===== config.mk =====
export PLATFORM = sky130hd
export DESIGN_NAME = simd_addsub
export DESIGN_NICKNAME = d
export VERILOG_FILES = /design/src/rtl/simd_pkg.sv /design/src/rtl/simd_ctrl.sv /design/src/rtl/simd_dp.sv /design/src/rtl/simd_addsub.sv
export SDC_FILE = /design/constraint.sdc
export NUM_CORES = 1
export LEC_CHECK = 0
export ABC_CLOCK_PERIOD_IN_PS = 13000
export BUFFER_PORTS_ARGS = -buffer_cell sky130_fd_sc_hd__buf_2
export CORE_MARGIN = 8
export CORE_UTILIZATION = 49
export CTS_BUF_LIST = sky130_fd_sc_hd__clkbuf_4 sky130_fd_sc_hd__clkbuf_8 sky130_fd_sc_hd__clkbuf_16
export CTS_CLUSTER_SIZE = 12
export DETAILED_ROUTE_END_ITERATION = 8
export PLACE_DENSITY = 0.86
export SLEW_MARGIN = 20
export SYNTH_ARGS = -nofsm -noshare
export SYNTH_HDL_FRONTEND = slang
export SYNTH_SLANG_ARGS = --single-unit

===== constraint.sdc =====
create_clock -name clk -period 13 [get_ports clk]
set_input_delay 1.3 -clock clk [delete_from_list [all_inputs] [get_ports clk]]
set_output_delay 1.3 -clock clk [all_outputs]
set_load 0.1 [all_outputs]

===== src/rtl/simd_pkg.sv =====
package simd_pkg;
  localparam int SEG_W = 12;
  localparam int SEGS  = 4;
  localparam int DW    = SEG_W * SEGS;
  localparam int AW    = 30;
  localparam int BW    = DW - AW;

  localparam logic [1:0] MODE_ONE  = 2'b00;
  localparam logic [1:0] MODE_TWO  = 2'b01;
  localparam logic [1:0] MODE_FOUR = 2'b10;

  localparam logic [3:0] FN_ADD = 4'b0000;
  localparam logic [3:0] FN_SUB = 4'b0011;

  typedef struct packed {
    logic            sub;
    logic [SEGS-1:0] segStart;
    logic [SEGS-1:0] segReport;
  } ctrl_t;
endpackage


===== src/rtl/simd_ctrl.sv =====
module simd_ctrl
  import simd_pkg::*;
(
  input  logic [1:0] laneMode,
  input  logic [3:0] opCode,
  output ctrl_t      ctrl
);
  always_comb begin
    int span;
    case (laneMode)
      MODE_FOUR: span = 1;
      MODE_TWO:  span = SEGS / 2;
      default:   span = SEGS;
    endcase
    ctrl.sub = (opCode == FN_SUB);
    for (int k = 0; k < SEGS; k++) begin
      ctrl.segStart[k]  = ((k % span) == 0);
      ctrl.segReport[k] = ((k % span) == (span - 1));
    end
  end
endmodule


===== src/rtl/simd_dp.sv =====
module simd_dp
  import simd_pkg::*;
(
  input  ctrl_t           ctrl,
  input  logic [DW-1:0]   xOp,
  input  logic [DW-1:0]   zOp,
  output logic [DW-1:0]   sum,
  output logic [SEGS-1:0] cy
);
  logic [SEGS:0] chain;
  assign chain[0] = 1'b0;

  for (genvar k = 0; k < SEGS; k++) begin : g_seg
    logic [SEG_W-1:0] xSeg;
    logic [SEG_W-1:0] zSeg;
    logic [SEG_W:0]   segSum;
    logic             cin;

    assign xSeg   = ctrl.sub ? ~xOp[k*SEG_W +: SEG_W] : xOp[k*SEG_W +: SEG_W];
    assign zSeg   = zOp[k*SEG_W +: SEG_W];
    assign cin    = ctrl.segStart[k] ? ctrl.sub : chain[k];
    assign segSum = {1'b0, zSeg} + {1'b0, xSeg} + {{SEG_W{1'b0}}, cin};
    assign chain[k+1] = segSum[SEG_W];
    assign sum[k*SEG_W +: SEG_W] = segSum[SEG_W-1:0];
    assign cy[k] = ctrl.segReport[k] & (segSum[SEG_W] ^ ctrl.sub);
  end
endmodule


===== src/rtl/simd_addsub.sv =====
module simd_addsub
  import simd_pkg::*;
#(
  parameter bit OUT_REG = 1'b1
) (
  input  logic            clk,
  input  logic            rst,
  input  logic            en,
  input  logic [1:0]      laneMode,
  input  logic [3:0]      opCode,
  input  logic [AW-1:0]   aIn,
  input  logic [BW-1:0]   bIn,
  input  logic [DW-1:0]   cIn,
  output logic [DW-1:0]   pOut,
  output logic [SEGS-1:0] carryOut
);
  ctrl_t           ctrl;
  logic [DW-1:0]   sumComb;
  logic [SEGS-1:0] cyComb;

  simd_ctrl i_ctrl (
    .laneMode (laneMode),
    .opCode   (opCode),
    .ctrl     (ctrl)
  );

  simd_dp i_dp (
    .ctrl (ctrl),
    .xOp  ({aIn, bIn}),
    .zOp  (cIn),
    .sum  (sumComb),
    .cy   (cyComb)
  );

  if (OUT_REG) begin : g_reg
    always_ff @(posedge clk) begin
      if (rst) begin
        pOut     <= '0;
        carryOut <= '0;
      end else if (en) begin
        pOut     <= sumComb;
        carryOut <= cyComb;
      end
    end
  end else begin : g_comb
    assign pOut     = sumComb;
    assign carryOut = cyComb;
  end
endmodule


# Word-level counts from Yosys, hierarchy flattened

Cells that the tools add are included.

Logic and storage cells: 47
Bits of input ports: 105
Register bits: 52
Output and inout port bits: 52

Reductions and logical operators: 4
Divide/modulo/power cells: 4
Add/sub/neg operators: 9
Mux-type cells: 9
Bitwise operators: 12
Equality and inequality tests: 7

Operators with widths:

| operator                | count |
|---|---|
| $eq A32 B32 Y1          | 4 |
| $logic_not A32 Y1       | 4 |
| $mod A3 B32 Y32 const A | 2 |
| $add A12 B12 Y13        | 4 |
| $add A13 B1 Y13         | 4 |
| $mux W12                | 4 |
| $not A12 Y12            | 4 |
| $mod A1 B32 Y32 const A | 1 |
| $mod A2 B32 Y32 const A | 1 |
| $pmux W3 S2             | 1 |
| $and A1 B1 Y1           | 4 |
| $eq A4 B2 Y1 const B    | 1 |
| $mux W1                 | 4 |
| $sub A3 B1 Y4 const B   | 1 |
| $xor A1 B1 Y1           | 4 |
| $eq A2 B1 Y1 const B    | 1 |
| $eq A2 B2 Y1 const B    | 1 |

# Logic depth before layout (Yosys ltp)

Word-level depth: 14
Gate-level depth with buffers: 33
Gate-level depth less buffers: 31

# Hierarchy

A second synthesis with hierarchy kept.

Cell total of the unflattened synthesis: 583
Area, all modules: 4916.0 µm²

By module, submodules not included:

| module      | cells each | sequential area each (µm²) | times used | area an instance (µm²) |
|---|---|---|---|---|
| simd_dp     | 398        | 0.0                        | 1          | 2916.5 |
| simd_addsub | 168        | 1041.0                     | 1          | 1866.8 |
| simd_ctrl   | 17         | 0.0                        | 1          | 132.6 |

# Worst setup path after synthesis

OpenSTA, ideal clock, no wires.

Path kind: in2reg
From: in opCode[2]
To: reg carryOut[3]
Path slack: 4.622 ns
Buffers on the path: 3
Stages on the path: 33
Data required time: 12.913 ns
Arrival: 8.291 ns
Library setup time: 0.087 ns
Path through: and4bb_1 -> buf_2 -> buf_2 -> buf_2 -> xor2_1 -> ha_1 -> and3_1 -> nand3_1 -> or3_1 -> nand4b_1 -> o21ai_0 -> fa_1 -> fa_1 -> nor2b_1 -> o31a_1 -> o41ai_2 -> o221ai_1 -> a21oi_1 -> fa_1 -> fa_1 -> nand2b_1 -> a211oi_2 -> nor2_1 -> o2111ai_1 -> o21ai_0 -> fa_1 -> fa_1 -> nor2b_1 -> o21ai_1 -> a21oi_1 -> o2111ai_1 -> and3_1 -> o31ai_1

Longest elaborated chain between the ends: 12
Elaborated cells between the ends (all ways): 19
Classes of those cells: add/sub (8); eq/ne (1); mux (8); bitwise (2)

Ends and longest elaborated chain:

| element              | line              | source |
|---|---|---|
| from (decl)          | simd_addsub.sv:10 | `input logic [3:0] opCode,` |
| $eq A4 B2 Y1 (*)     | simd_ctrl.sv:15   | `ctrl.sub = (opCode == FN_SUB);` |
| $mux W12             | simd_dp.sv:19     | `assign xSeg = ctrl.sub ? ~xOp[k*SEG_W +: SEG_W] : xOp[k*SEG_W +: SEG_W];` |
| $add A12 B12 Y13     | simd_dp.sv:22     | `assign segSum = {1'b0, zSeg} + {1'b0, xSeg} + {{SEG_W{1'b0}}, cin};` |
| $add A13 B1 Y13      | simd_dp.sv:22     |  |
| $mux W1              | simd_dp.sv:21     | `assign cin = ctrl.segStart[k] ? ctrl.sub : chain[k];` |
| $add A13 B1 Y13      | simd_dp.sv:22     |  |
| $mux W1              | simd_dp.sv:21     |  |
| $add A13 B1 Y13      | simd_dp.sv:22     |  |
| $mux W1              | simd_dp.sv:21     |  |
| $add A13 B1 Y13      | simd_dp.sv:22     |  |
| $xor A1 B1 Y1 (*)    | simd_dp.sv:25     | `assign cy[k] = ctrl.segReport[k] & (segSum[SEG_W] ^ ctrl.sub);` |
| $and A1 B1 Y1 (*)    | simd_dp.sv:25     |  |
| to (signal assigned) | simd_addsub.sv:42 | `carryOut <= cyComb;` |
| to (decl)            | simd_addsub.sv:15 | `output logic [SEGS-1:0] carryOut` |

Every way passes the cells marked *; elsewhere a longest branch is shown, timed or not.
A chain may end at the register's enable or synchronous reset.

# Worst setup path in the final report

Same ends and word-level chain as after synthesis.

==> results.cfg <==
[status]
status = finished, final reports clean

[clock_tree]
clkTransAtPathRegs_ns = 0.10
cts_max_path_buffers = 2
cts_resized = 0
h-tree-depth = 2
cts_tree = built
post_cts_buffers = 0
clockRootBuffer = clkbuf_8
cts_sinks = 52
insertion_delay_ns = 0.30
cts_hold_repair.buffers = 0
cts_buffers = 5

[floorplan]
core-area_um2 = 8590
initial_core_util_pct = 49.9
die_area_um2 = 12000
io_pins = 157
dieHeight_um = 110
num_rows = 34
die_w_um = 110

[layout]
most-common-layout-cells = buf_2 (156), xor2_1 (58), dfxtp_1 (52)
fin_nets = 817
final_cells = 768
antennaDiodeCount = 0
fillers = 797
drive_above_1_share_pct = 26.5
syn_to_final_growth_pct = 22.2
layout_commonest_cell = buf_2

[sta]
fmax_ghz = 0.106
slew_headroom_pct = 33.7
fin_crit_sh_pct = 72.4
post-route-min-period_ns = 9.41
grt_setup_unrepaired = false
finalSetupTns_ns = 0
final_max_slew_viol_count = 0
finalSetupViolCount = 0
fin_skew_ns = 0
hold_viol_final = 0
worst_pin_slew_ns = 0.995

[global_routing]
antenna_found_initial = 1
grt_pass1_vias = 4546
gr-total-overflow = 0
grt_max_degree = 32
track_usage_pct = 21.6
grt_pass1_wl_mm = 21.0

[flow_run]
drv_cap = 0

[synth]
syn_nets = 671
synth_edf_count = 0
syn_area_um2 = 4290
synth_area_leaders = dfxtp_1 (24%), ha_1 (13%), xor2_1 (12%), xnor2_1 (4.3%), o21ai_0 (4.2%)
yosysWarnings = 0
netlist_instances = 513
synth-main-ff-cell = dfxtp_1
async_reset_ff_share_pct = 0
synth-seq-area-share_pct = 24.3
synth_top_cell_by_area = dfxtp_1
yosysUniqueCellTypes = 56
synth_top_area_share_pct = 24.3
avgSynthCellArea_um2 = 8.37
synth_seq_cells = 52

[pwr]
p_leak_nw = 2.59
ir_worst_vdd_mv = 0.0664
cellPowerDensity_nw_per_um2 = 121

[drt]
via_count = 4321
wl_mm = 13.1
drt_iter0_markers = 184
wl_per_cell_um = 17.0
dr.pass1.iters = 4
drtAntennaViolNets = 0
route.detailed.drc = 0
route.detailed.vias_per_inst = 5.63

[placement]
hpwlAfterDp_mm = 10.5
place.gp.congestion = 0.984
dp.cells = 760
port_buffers = 156

[critical_path]
crit_type = primary input to register
crit_fanout = 29
critPathBufInv = 2
worst_path_most_repeated_cell = fa_1
startpoint_type = primary input
critPathMaxStageDelay_ns = 0.60
critical_path_arrival_ns = 9.63
crit_path_end_kind = register
crit_slowest_cell = and4bb_4
critPathRequiredTime_ns = 13.22
cpLargestDelayFamily = adder cells

[min_path]
holdCritPathClass = register to register
==> Yosys cell counts (11+ instances only) <==
| library cell | n |
|---|---|
| xnor2_1 | 21 |
| a21oi_1 | 32 |
| xor2_1 | 58 |
| o21ai_0 | 36 |
| a211oi_1 | 11 |
| nor2_1 | 40 |
| inv_1 | 21 |
| ha_1 | 46 |
| dfxtp_1 | 52 |
| nand2_1 | 42 |
==> cells by family after synthesis <==
group	share of synthesized area (%)
muxes	1.87
AOI/OAI and AO/OA	21.5
xor gates and xnor gates	16.1
DFF	24.3
and+or+nand+nor	15.9
buffers and inverters	3.67
adders and majority gates	16.7
==> flip-flops by register name, summed over array words and instances (netlist names) <==
name and cells:
carryOut 4, pOut 48
==> power by group <==
part,switching (mW),internal [mW]
clock,0.0573,0.0427
combinational,0.250,0.0962
sequential,0.0104,0.179
==> worst register-to-register path, cell delays in order (launching register included) <==
cell and delay (ns):
dfxtp_1 0.32, nor3b_1 0.13, a211o_1 0.28
==> layout make-up <==
| class | instances | area [um2] | share of cell area (%) |
|---|---|---|---|
| Multi-Input combinational cell | 421 | 3100 | 59.1 |
| Sequential cell | 52 | 1040 | 19.9 |
| Timing Repair Buffer | 158 | 796 | 15.2 |
| Tap cell | 108 | 135 | 2.58 |
| Clock buffer | 6 | 82.6 | 1.58 |
| Inverter | 21 | 78.8 | 1.50 |
| Clock inverter | 2 | 10.0 | 0.191 |
==> path summary, 6_finish.rpt <==
check,startpoint,endpoint,slack [ns],cells after the start
max,opCode[2],carryOut[3],3.59,32
min,pOut[32],pOut[32],0.46,2
max reg2reg,pOut[41],pOut[41],12.16,2
min reg2reg,pOut[32],pOut[32],0.46,2
==> through the flow <==
| stage | util [%] | hold WS, ns | instance area, um2 | total power [mW] | setup slack (ns) |
|---|---|---|---|---|---|
| after floorplan | - | 0.875 | 4290 | 0.464 | 4.62 |
| after global placement | 59.9 | 0.436 | 5150 | 0.529 | 3.71 |
| after detailed placement | 59.9 | 0.436 | 5150 | 0.536 | 3.28 |
| after CTS | 61.0 | 0.462 | 5240 | 0.637 | 3.58 |
| after global routing | 61.0 | 0.498 | 5240 | 0.667 | 3.02 |
| final | 61.0 | 0.456 | 5240 | 0.635 | 3.59 |
==> per-layer routing <==
metal  vias to the layer above  global-route usage (%)  share of wire [%]  routed length [um]
li1                       2116                       -                  -                   -
met1                      2023                    25.8                 42                5510
met2                       158                    37.2                 48                6270
met3                        22                    5.57                7.9                1040
met4                         2                    6.36                1.8                 238
met5                         -                       0              0.069                   9
No activity file was read; power rests on OpenSTA's default activity.
